===== src/rtl/funnel_pkg.sv =====
package funnel_pkg;
  typedef struct packed {
    logic cf;
    logic sf;
    logic zf;
  } fsh_flags_t;
endpackage


===== src/rtl/fsh_count_dec.sv =====
module fsh_count_dec #(
  parameter int DATA_W = 32,
  parameter int CNT_W  = 8,
  parameter int SH_W   = $clog2(DATA_W)
) (
  input  logic [CNT_W-1:0] cnt_i,
  input  logic             wide_i,
  output logic [SH_W-1:0]  amt_o,
  output logic             zero_o,
  output logic             over_o,
  output logic             active_o
);
  localparam int HALF_W = DATA_W / 2;

  logic unused_cnt_hi;
  assign unused_cnt_hi = ^cnt_i[CNT_W-1:SH_W];

  // modulo reduction: keep only the low SH_W bits
  assign amt_o    = cnt_i[SH_W-1:0];
  assign zero_o   = (amt_o == '0);
  assign over_o   = !wide_i && (amt_o > SH_W'(HALF_W));
  assign active_o = !zero_o && !over_o;

  always_comb begin
    p_count_excl_r3: assert (!(zero_o && over_o))
      else $error("zero and over-range both set");
    if (over_o)
      p_over_half_r7: assert (!wide_i)
        else $error("over-range flagged in wide mode");
  end
endmodule


===== src/rtl/fsh_window.sv =====
module fsh_window #(
  parameter int DATA_W = 32,
  parameter int SH_W   = $clog2(DATA_W)
) (
  input  logic [DATA_W-1:0] dst_i,
  input  logic [DATA_W-1:0] src_i,
  input  logic [SH_W-1:0]   amt_i,
  input  logic              left_i,
  input  logic              wide_i,
  output logic [DATA_W-1:0] res_o,
  output logic              carry_o
);
  logic [DATA_W-1:0] lane_res [2];
  logic              lane_cy  [2];

  // lane 0 = half width, lane 1 = full width
  for (genvar g = 0; g < 2; g++) begin : g_lane
    localparam int LW = (g == 1) ? DATA_W : DATA_W / 2;

    // returns {result, carry}
    function automatic logic [LW:0] fun_right(input logic [LW-1:0] d,
                                               input logic [LW-1:0] s,
                                               input logic [SH_W-1:0] n);
      logic [2*LW:0] e;
      e = {s, d, 1'b0} >> n;
      return e[LW:0];
    endfunction

    function automatic logic [LW:0] fun_left(input logic [LW-1:0] d,
                                              input logic [LW-1:0] s,
                                              input logic [SH_W-1:0] n);
      logic [2*LW:0] e;
      e = {1'b0, d, s} << n;
      return {e[2*LW-1:LW], e[2*LW]};
    endfunction

    logic [LW:0] packed_q;
    assign packed_q = left_i ? fun_left(dst_i[LW-1:0], src_i[LW-1:0], amt_i)
                             : fun_right(dst_i[LW-1:0], src_i[LW-1:0], amt_i);
    assign lane_res[g] = DATA_W'(packed_q[LW:1]);
    assign lane_cy[g]  = packed_q[0];
  end

  assign res_o   = wide_i ? lane_res[1] : lane_res[0];
  assign carry_o = wide_i ? lane_cy[1]  : lane_cy[0];

  always_comb begin
    if (!wide_i)
      p_half_upper_r9: assert (lane_res[0][DATA_W-1:DATA_W/2] == '0)
        else $error("half lane leaked into upper bits");
  end
endmodule


===== src/rtl/fsh_flags.sv =====
module fsh_flags
  import funnel_pkg::*;
#(
  parameter int DATA_W = 32
) (
  input  logic [DATA_W-1:0] res_i,
  input  logic              wide_i,
  input  logic              carry_i,
  input  logic              active_i,
  output fsh_flags_t        flags_o,
  output logic              we_o
);
  localparam int HALF_W = DATA_W / 2;

  function automatic logic sign_of(input logic [DATA_W-1:0] r, input logic w);
    return w ? r[DATA_W-1] : r[HALF_W-1];
  endfunction

  function automatic logic is_zero(input logic [DATA_W-1:0] r, input logic w);
    return w ? (r == '0) : (r[HALF_W-1:0] == '0);
  endfunction

  assign flags_o.cf = active_i & carry_i;
  assign flags_o.sf = active_i & sign_of(res_i, wide_i);
  assign flags_o.zf = active_i & is_zero(res_i, wide_i);
  assign we_o       = active_i;

  always_comb begin
    if (flags_o.zf)
      p_zero_sign_r5: assert (!flags_o.sf)
        else $error("zero and sign flags both set");
    if (!we_o)
      p_idle_flags_r6: assert (flags_o == '0)
        else $error("flag values driven without write-enable");
  end
endmodule


===== src/rtl/dbl_funnel_shift.sv =====
module dbl_funnel_shift
  import funnel_pkg::*;
#(
  parameter int DATA_W = 32,
  parameter int CNT_W  = 8
) (
  input  logic [DATA_W-1:0] dst_i,
  input  logic [DATA_W-1:0] src_i,
  input  logic [CNT_W-1:0]  cnt_i,
  input  logic              wide_i,
  input  logic              left_i,
  output logic [DATA_W-1:0] res_o,
  output logic              cf_o,
  output logic              sf_o,
  output logic              zf_o,
  output logic              res_we_o,
  output logic              cf_we_o,
  output logic              sf_we_o,
  output logic              zf_we_o,
  output logic              of_we_o,
  output logic              undef_o
);
  localparam int SH_W   = $clog2(DATA_W);
  localparam int HALF_W = DATA_W / 2;

  logic [SH_W-1:0]   amt;
  logic              cnt_zero, cnt_over, shift_active;
  logic [DATA_W-1:0] win_res;
  logic              win_carry;
  fsh_flags_t        flags;
  logic              flag_we;

  fsh_count_dec #(.DATA_W(DATA_W), .CNT_W(CNT_W), .SH_W(SH_W)) u_count (
    .cnt_i   (cnt_i),
    .wide_i  (wide_i),
    .amt_o   (amt),
    .zero_o  (cnt_zero),
    .over_o  (cnt_over),
    .active_o(shift_active)
  );

  fsh_window #(.DATA_W(DATA_W), .SH_W(SH_W)) u_window (
    .dst_i  (dst_i),
    .src_i  (src_i),
    .amt_i  (amt),
    .left_i (left_i),
    .wide_i (wide_i),
    .res_o  (win_res),
    .carry_o(win_carry)
  );

  fsh_flags #(.DATA_W(DATA_W)) u_flags (
    .res_i   (win_res),
    .wide_i  (wide_i),
    .carry_i (win_carry),
    .active_i(shift_active),
    .flags_o (flags),
    .we_o    (flag_we)
  );

  assign res_o    = shift_active ? win_res : dst_i;
  assign cf_o     = flags.cf;
  assign sf_o     = flags.sf;
  assign zf_o     = flags.zf;
  assign res_we_o = shift_active;
  assign cf_we_o  = flag_we;
  assign sf_we_o  = flag_we;
  assign zf_we_o  = flag_we;
  assign of_we_o  = 1'b0;
  assign undef_o  = cnt_over;

  always_comb begin
    p_no_overflow_r8: assert (!of_we_o)
      else $error("overflow write-enable raised");
    if (!res_we_o)
      p_passthru_r6: assert (res_o == dst_i)
        else $error("destination altered without write");
    if (undef_o)
      p_undef_nowrite_r7: assert (!res_we_o && !cf_we_o && !wide_i)
        else $error("undefined case requested a write");
    if (res_we_o && !wide_i)
      p_half_result_r9: assert (res_o[DATA_W-1:HALF_W] == '0)
        else $error("upper half set in 16-bit result");
    if (cnt_zero)
      p_zero_count_r6: assert (!res_we_o && !undef_o)
        else $error("zero count caused activity");
  end
endmodule


===== config.mk =====
export PLATFORM = sky130hd
export DESIGN_NAME = dbl_funnel_shift
export DESIGN_NICKNAME = d
export VERILOG_FILES = /design/src/rtl/funnel_pkg.sv /design/src/rtl/fsh_count_dec.sv /design/src/rtl/fsh_window.sv /design/src/rtl/fsh_flags.sv /design/src/rtl/dbl_funnel_shift.sv
export SDC_FILE = /design/constraint.sdc
export NUM_CORES = 1
export LEC_CHECK = 0
export BUFFER_PORTS_ARGS = -buffer_cell sky130_fd_sc_hd__buf_2
export CAP_MARGIN = 0
export CORE_MARGIN = 2
export CORE_UTILIZATION = 60
export DETAILED_ROUTE_END_ITERATION = 7
export PLACE_DENSITY = 0.82
export RECOVER_POWER = 100
export SYNTH_ARGS = -nofsm -noshare
export SYNTH_HDL_FRONTEND = slang
export SYNTH_SLANG_ARGS = --single-unit

===== constraint.sdc =====
create_clock -name vclk -period 3.7
set_input_delay 0.37 -clock vclk [all_inputs]
set_output_delay 0.37 -clock vclk [all_outputs]
set_load 0.03 [all_outputs]

==> results of run 1 <==
layer usage:
layer | global-route usage [%] | overflow
met5 | 36.9 | 0
met4 | 64.6 | 1
met3 | 63.7 | 0
met2 | 85.6 | 4
met1 | 72.8 | 0
per-stage QoR:
| step | hold slack (ns) | setup TNS (ns) | cell area, um2 |
|---|---|---|---|
| 2_1_floorplan | 0.952 | 0 | 8700 |
| 3_3_place_gp | 1.12 | -0.463 | 10900 |
| 3_5_place_dp | 1.12 | -0.490 | 10900 |
| 4_1_cts | 1.12 | 0 | 11200 |
synth_stat cells, drive strengths merged (3+ instances only):
cell type and number:
nand3 11, nor3 13, inv 9, and2 11, and3 3, a211o 6
a22o 9, a31oi 10, o22a 3, a221oi 10, or2 9, mux2 57
nor4 5, o32ai 6, clkbuf 64, or3 4, nor2b 7, o22ai 15
a31o 4, o211ai 13, a211oi 19, nand4 4, nand2b 16, nor2 72
a2111oi 4, nand2 120, a2bb2oi 4, buf 53, o2111ai 3, a32oi 8
mux2i 103, o221ai 5, mux4 141, o21ai 70, a22oi 20, a21oi 46
cells by family after synthesis:
kind of cell    share of synthesized area (%)
simple gates                             15.2
other cells                            0.0431
buf+inv                                  6.90
compound gates                           22.1
mux                                      55.7
repair_timing:
| item | 4_1_cts |
|---|---|
| pin swaps | 5 |
| endpoints found under the setup margin | 1 |
| resized for setup | 31 |
| gates cloned | 3 |
| hold buffers | 0 |
| setup buffers | 7 |
==> flow_results.org, run 1 <==
** Placed design
- Total instance count after detailed placement :: 1,423
- OpenSTA, run right after detailed placement, puts the worst setup slack at -0.490 ns.
- The count of buffers added on input and output ports is 111.
- Detailed placement finished with a half-perimeter wire length of 35.2 mm.
- Final weighted congestion of routability-driven global placement :: between 1 and 1.5

** Global routing
- Maximum number of pins on one net before global-route repair :: 50
- Overflow left after global routing :: 5
- Across every metal layer, demand over resource in global routing totals 72.4%.

** Run status
- The tool reported: "[ERROR GRT-0232] Routing congestion too high. Check the congestion heatmap in the GUI".
- Run status :: stopped before the end
- The flow halted during global routing (5_1_grt).

** Synthesis
- Post-synthesis cell area :: 8700 um2
- Net count of the mapped netlist :: around 1,100
- Mean Syn Cell Area :: just under 9 um2
- Synth top area share :: 36.5%
- Top post-synthesis cells by area :: mux4_2 36%, mux2i_1 12%, mux2_2 6.6%
- Yosys mapped the design onto 76 distinct sky130hd cell types.
- Summing the sequential cell areas from Yosys gives 0% of the chip area.
- Cell type contributing the most total cell area after synthesis :: mux4_2
- Warnings from Yosys :: 0
- Cells after Synth :: ~1,000

** Die
- Horiz. Die Dim :: 124 um
- Boundary pin count :: 115
- The floorplan step set the die height to 124 um.
- Number of rows created at floorplan :: 44
- Initial standard-cell utilization of the core :: 60.6%

** STA
- Worst endpoint kind after the last repair :: top-level output
- Once global-route timing repair stopped, the endpoint with the least setup slack was zf_o.
==> inputs of run 2 (changes only) <==
--- a/config.mk
+++ b/config.mk
@@ -8,9 +8,9 @@
 export BUFFER_PORTS_ARGS = -buffer_cell sky130_fd_sc_hd__buf_2
 export CAP_MARGIN = 0
 export CORE_MARGIN = 2
-export CORE_UTILIZATION = 60
+export CORE_UTILIZATION = 40
 export DETAILED_ROUTE_END_ITERATION = 7
-export PLACE_DENSITY = 0.82
+export PLACE_DENSITY_LB_ADDON = 0.15
 export RECOVER_POWER = 100
 export SYNTH_ARGS = -nofsm -noshare
 export SYNTH_HDL_FRONTEND = slang
==> flow_results.org, run 2 <==
** Cells and area
- Once layout is complete, the utilization of the core stands at 58.2%.
- Highest-count cells in the layout ignoring fill and taps :: 327 x buf_4, 141 x mux4_2, 120 x nand2_1
- In the finished design the tool counted flip-flops and latches totalling 0.
- 0 antenna diodes ended up in the layout.
- Summing all flip-flop and latch instances after layout gives 0 um2.
- Most common cell after layout, fill and taps aside :: buf_4
- The final layout contains roughly 1,400 nets.
- Final cell count without fillers :: approximately 1,600
- Counting the fill cells in the layout gives 1,970.
- Area growth from synthesis to final layout :: 41.5%
- Cells with a size suffix above 1 make up between 50% and 60% of the layout.
- Clock buffers :: 0

** Synthesis
- Most numerous cell in the Yosys netlist :: mux4_2
- Sequential share of the synthesized area :: 0%
- Top post-synthesis cells by area :: mux4_2 36%, mux2i_1 12%, mux2_2 6.6%
- The synthesized design spends more area on one cell type than any other, namely mux4_2.
- Mean Syn Cell Area :: 8.74 um2
- Unique cell type count in the Yosys netlist :: 76
- Cells after Synth :: 996
- When the netlist entered floorplanning its net count stood at 1,070.
- Post-synth top cells :: 141 x mux4_2, 120 x nand2_1, 103 x mux2i_1, 72 x nor2_1, 64 x clkbuf_1
- Post-synthesis cell area :: 8700 um2
- Synth top area share :: 36.5%
- For this run, the number of Yosys warnings is 0.

** Die
- Die H :: ~150 um
- Boundary pin count :: 115
- The core region is 21,200 um2.
- The floorplan step defined a die boundary enclosing 22,900 um2.
- The initialized floorplan defines 53 standard-cell rows.
- Initial standard-cell utilization of the core :: between 40 and 50%
- Horiz. Die Dim :: 151 um

** Critical path
- Together, buffers and inverters on the worst path number 6.
- STA puts the critical path data arrival time at 3.33 ns.
- Most frequent CP cell :: buf_4
- Crit-path max FO :: 7
- The critical path in this run is classified as in2out.
- The critical path goes through buf_16 -> buf_6 -> buf_4 -> mux4_2 -> buf_4 -> a22oi_1 -> nand2_1 -> buf_4 -> a22oi_1 -> nor2_1 -> nor3_2 -> and4b_1 -> and4_1 -> buf_6.
- Capturing element type of the critical path :: output port
- On the critical path the largest part of the delay comes from simple AND/OR/NAND/NOR gates.
- STA puts the critical path data required time at between 3 and 4 ns.
- Library cell contributing the largest single delay on the critical path :: mux4_2
- Largest stage delay on the critical path :: between 0.5 and 0.6 ns
- Startpoint kind of the worst setup timing path :: input port
- Total number of cells along the worst setup path :: 14

** STA
- Setup repair after global routing could not meet its margin everywhere.
- Tightest Pin Transition :: 0.925 ns
- The worst pin sits at a relative slew slack of 38.1%.
- Final WS setup :: -0.000995 ns
- Setup violations remaining at the end of the flow were counted as 1.
- The number of endpoints with negative hold slack in the final report was 0.
- Period Utilization, post-route :: 100%
- Number of pins exceeding their max-slew limit in the final report :: 0
- Fmax :: ~270 MHz
- After layout, the minimum clock period comes to approximately 3.7 ns.

** Power
- Leakage :: between 5 and 6 nW
- Net switching power figure :: 1.41 mW
- Combinational cells account for 100.0% of the total power.
- Cell internal power was estimated by the tool at 1.09 mW.
- Registers are responsible for 0% of the overall power.
- VDD sags by at most between 0.1 and 0.15 mV.
- Switching part of the total power :: between 50% and 60%
- Power Density :: a little over 200 nW/um2
- The share of total power dissipated in the clock network is 0%.

** Global routing
- The first global-routing pass estimated 77.5 mm of wire.
- Total routing resource utilization after global routing :: 48.0%
- For this run the aggregate overflow at the end of global routing stands at 0.
- Vias in the first global route :: 10,906
- Number of antenna violations at the first check in global routing :: 3
- Maximum number of pins on one net before global-route repair :: 50

** Drt
- Detailed-route wire length :: 55.8 mm
- The detail route stage leaves a number of antenna-violating nets equal to 0.
- Before antenna repair, the detailed router went through 7 iterations.
- Initial drt markers :: around 1,700
- Via count :: 11,763
- # DRC :: 0
- Average via count per standard cell :: 7.22
- In the final routed layout, each cell accounts on average for 34.3 um.

** CTS
- Total of hold buffers inserted after clock tree synthesis :: 0

** Placed design
- After legalization and detailed placement, the total HPWL measured 45.6 mm.
- Total instance count after detailed placement :: 1,620
- Worst slack at placement :: -0.307 ns
- Buffers placed on the I/O ports in this run total 111.
- The congestion estimate from routability-driven global placement came to 1.11.

** Run status
- The checks that failed: negative setup slack.
- The run finished, with violations left.

** Worst hold path
- Counting instances, the worst hold path has a depth of 3.
- In this run the worst hold path is classified as in2out.

** Flow run
- Max-capacitance violation count :: 0
-- run 2: cell counts after synthesis --
Identical to the previous run, type by type.
-- run 2: per-stage QoR --
stage	total power, mW	instance area (um2)	hold WS, ns	setup TNS, ns
floorplan	1.18	8700	0.952	0
detailed placement	2.32	12000	1.15	-0.333
CTS	2.36	12200	1.15	0
global placement	2.31	12000	1.15	-0.320
finish	2.50	12300	1.19	-0.000995
global route	2.55	12300	1.21	-0.0381
-- run 2: repair_timing --
item / 4_1_cts / 5_1_grt
cloned: 1 / 1
setup buffers: 4 / 3
gates resized for setup: 28 / 31
pin swaps: 6 / 7
setup endpoints to repair: 2 / 4
-- run 2: cell families after synthesis --
family | after synthesis | synth area share (%)
and+or+nand+nor | 286 | 15.2
AOI/OAI and AO/OA | 281 | 22.1
other | 1 | 0.0431
buffers and inverters | 127 | 6.90
muxes | 301 | 55.7
-- run 2: area by class of cell --
cell class                 instances  area [um2]  area share [%]
tap                              275         344            2.79
inverter                          10        43.8           0.356
timing repair buffer             475        3650            29.7
multi-input combinational        869        8270            67.2
-- run 2: worst paths after layout --
check	startpoint	endpoint	slack [ns]
hold / removal	wide_i	undef_o	1.19
setup / recovery	cnt_i[0]	zf_o	-0.001
-- run 2: per-layer routing --
metal	vias to the layer above	part of all wire [%]	wire, um	global-route usage, %
li1	4767	-	-	-
met1	5732	36	20300	64.5
met2	1061	42	23300	69.8
met3	201	15	8620	16.3
met4	2	6.4	3580	21.6
met5	-	0.023	13	0
-- run 2: power by group through the flow --
stage | clock [mW] | combinational [mW] | sequential [mW]
finish | 0 | 2.50 | 0
detailed placement | 0 | 2.32 | 0
global placement | 0 | 2.31 | 0
CTS | 0 | 2.36 | 0
floorplan | 0 | 1.18 | 0
global route | 0 | 2.55 | 0
Power figures use the tool's default switching activity.
==> inputs of run 3 (changes only) <==
--- a/config.mk
+++ b/config.mk
@@ -11,7 +11,6 @@
 export CORE_UTILIZATION = 40
 export DETAILED_ROUTE_END_ITERATION = 7
 export PLACE_DENSITY_LB_ADDON = 0.15
-export RECOVER_POWER = 100
 export SYNTH_ARGS = -nofsm -noshare
 export SYNTH_HDL_FRONTEND = slang
 export SYNTH_SLANG_ARGS = --single-unit
==> flow_results.org, run 3 (synthesis gave the netlist of run 2 again) <==
** Global routing
- The number of antenna violations at the first check in global routing is 3.
- For this run, the total global-route usage over all layers was measured as 48.0%.
- For this run the aggregate overflow at the end of global routing stands at 0.
- Maximum number of pins on one net before global-route repair :: 50
- First-pass GRT wire length :: 77.5 mm
- Vias in the first global route :: 10,906

** Placed design
- Buffers placed on the I/O ports in this run total 111.
- Routability-driven placement finished with a final weighted congestion of 1.11.
- The placed instances occupy a cell area of 12,000 um2.
- After legalization and detailed placement, the total HPWL measured around 46 mm.

** Drt
- Detailed-route wire length :: 55.9 mm
- After detailed routing, the number of vias per cell comes to about 7.2.
- In the final routed layout, each cell accounts on average for 34.3 um.
- The first routing iteration left 1,787 violations.
- Count of nets left with antenna violations after detail routing :: 0
- For this run, the detailed router's first-pass iteration total came to 6.
- After detailed routing, the number of remaining DRC violations is 0.
- Via count :: around 12,000

** Die
- The floorplan step set the die height to 151 um.
- Core region area :: 21,200 um2
- Initial standard-cell utilization of the core :: 41.1%
- During I/O placement, the number of pins put on the boundary was 115.
- In this run the horizontal extent of the chip is 151 um.
- The die covers 22,900 um2.
- The floorplan has 53 rows.

** Critical path
- Of all nets on the critical path, the largest fanout is 7.
- The worst setup path is launched from an input port.
- Arr. time, crit path :: 3.33 ns
- The worst setup path is of the in2out kind.
- STA puts the critical path data required time at between 3 and 4 ns.
- The worst setup path is captured at an output port.

** Cells and area
- Number of nets in the layout :: 1,430
- Highest-count cells in the layout ignoring fill and taps :: 329 x buf_4, 141 x mux4_2, 120 x nand2_1
- Final design area excluding fillers :: roughly 12,000 um2
- Relative to the synthesized area, the layout overhead comes to 41.8%.
- There are 0 flip-flops and latches.
- The library cell used most frequently in the layout, excluding fill and tap cells, is buf_4.
- 0 antenna diodes ended up in the layout.
- Clock buffers :: 0
- The post-route netlist has roughly 53% of its cells at a drive strength greater than 1.
- Area taken by flip-flops and latches :: 0 um2

** Flow run
- Across the run, the number of max-cap violations was 0.

** Power
- Combinational cells account for 100.0% of the total power.
- Total power :: 2.50 mW
- In this run the power spent charging and discharging nets is around 1.4 mW.
- Share of power burned in registers :: 0%
- VDD IR max :: 0.138 mV
- Switching part of the total power :: 56.2%
- Of the total power, the clock network draws 0%.
- Summed over all cells, the static leakage comes to 5.19 nW.
- Internal power comes to 1.10 mW.
- Dividing total power by cell area gives a power density of 203 nW/um2.

** STA
- The number of endpoints with negative hold slack in the final report came to 0.
- Fmax :: 270 MHz
- Final WS setup :: -0.000469 ns
- Final worst path period need :: 3.70 ns
- The max-slew violation count is 0.
- Relative slew slack :: 38.4%
- Period Utilization, post-route :: 100%
- Final count of negative-setup-slack endpoints :: 1
- Unrepaired setup endpoints after global routing :: yes
- Tightest Pin Transition :: 0.921 ns

** Run status
- The run finished, with violations left.
- Violations in the final reports :: negative setup slack

** Worst hold path
- Hold WC Path Type :: in2out

** CTS
- Buffers inserted to repair hold after CTS numbered 0.
run 3: cell types whose count changed in the layout (fill, tap and decap cells not counted), sizes merged:
cell,previous run,this run
buf,453,474
clkbuf,22,1
run 3: per-layer routing:
metal  track usage [%]  part of all wire, %
met4              21.6                  6.7
met5                 0                0.023
met1              64.5                   36
met2              69.8                   41
met3              16.3                   16
run 3: what timing repair did:
item,in CTS,in global routing
cloned,1,1
setup buffers,4,3
pin swaps,6,7
resized for setup,28,31
hold endpoints to repair,0,0
endpoints found under the setup margin,2,4
run 3: stage by stage:
| step | std cells | setup slack (ns) | TNS [ns] | utilization (%) | hold WS (ns) |
|---|---|---|---|---|---|
| detailed placement | 1620 | -0.307 | -0.333 | 56.7 | 1.15 |
| CTS | 1625 | 0.00225 | 0 | 57.5 | 1.15 |
| floorplan | 996 | 0.260 | 0 | - | 0.952 |
| finish | 1629 | -0.000469 | -0.000469 | 58.3 | 1.15 |
| global placement | 1620 | -0.320 | -0.320 | 56.7 | 1.15 |
| global route | 1629 | -0.0381 | -0.0381 | 58.3 | 1.17 |
run 3: layout make-up:
cell class         instances  area, um2
fillers                 1956       8810
inverters                 10       43.8
multi-input cells        869       8270
well taps                275        344
repair buffers           475       3680
run 3: path summary, 6_finish.rpt:
check / slack, ns / startpoint / depth (start not counted) / endpoint
worst min-delay path: 1.15 / wide_i / 3 / undef_o
worst max-delay path: -0.0005 / cnt_i[0] / 14 / zf_o
run 3: power groups by stage:
stage / registers (mW) / logic [mW] / clock network [mW]
3_5_place_dp: 0 / 2.32 / 0
5_1_grt: 0 / 2.55 / 0
4_1_cts: 0 / 2.36 / 0
6_report: 0 / 2.50 / 0
3_3_place_gp: 0 / 2.31 / 0
2_1_floorplan: 0 / 1.18 / 0
run 3: worst max-delay path, stage by stage:
cell and delay [ns]:
buf_16 0.13, buf_6 0.13, buf_4 0.15, mux4_2 0.59
buf_4 0.18, a22oi_1 0.19, nand2_1 0.23, buf_4 0.20
a22oi_1 0.14, nor2_1 0.08, nor3_2 0.30, and4b_1 0.25
and4_1 0.24, buf_6 0.14
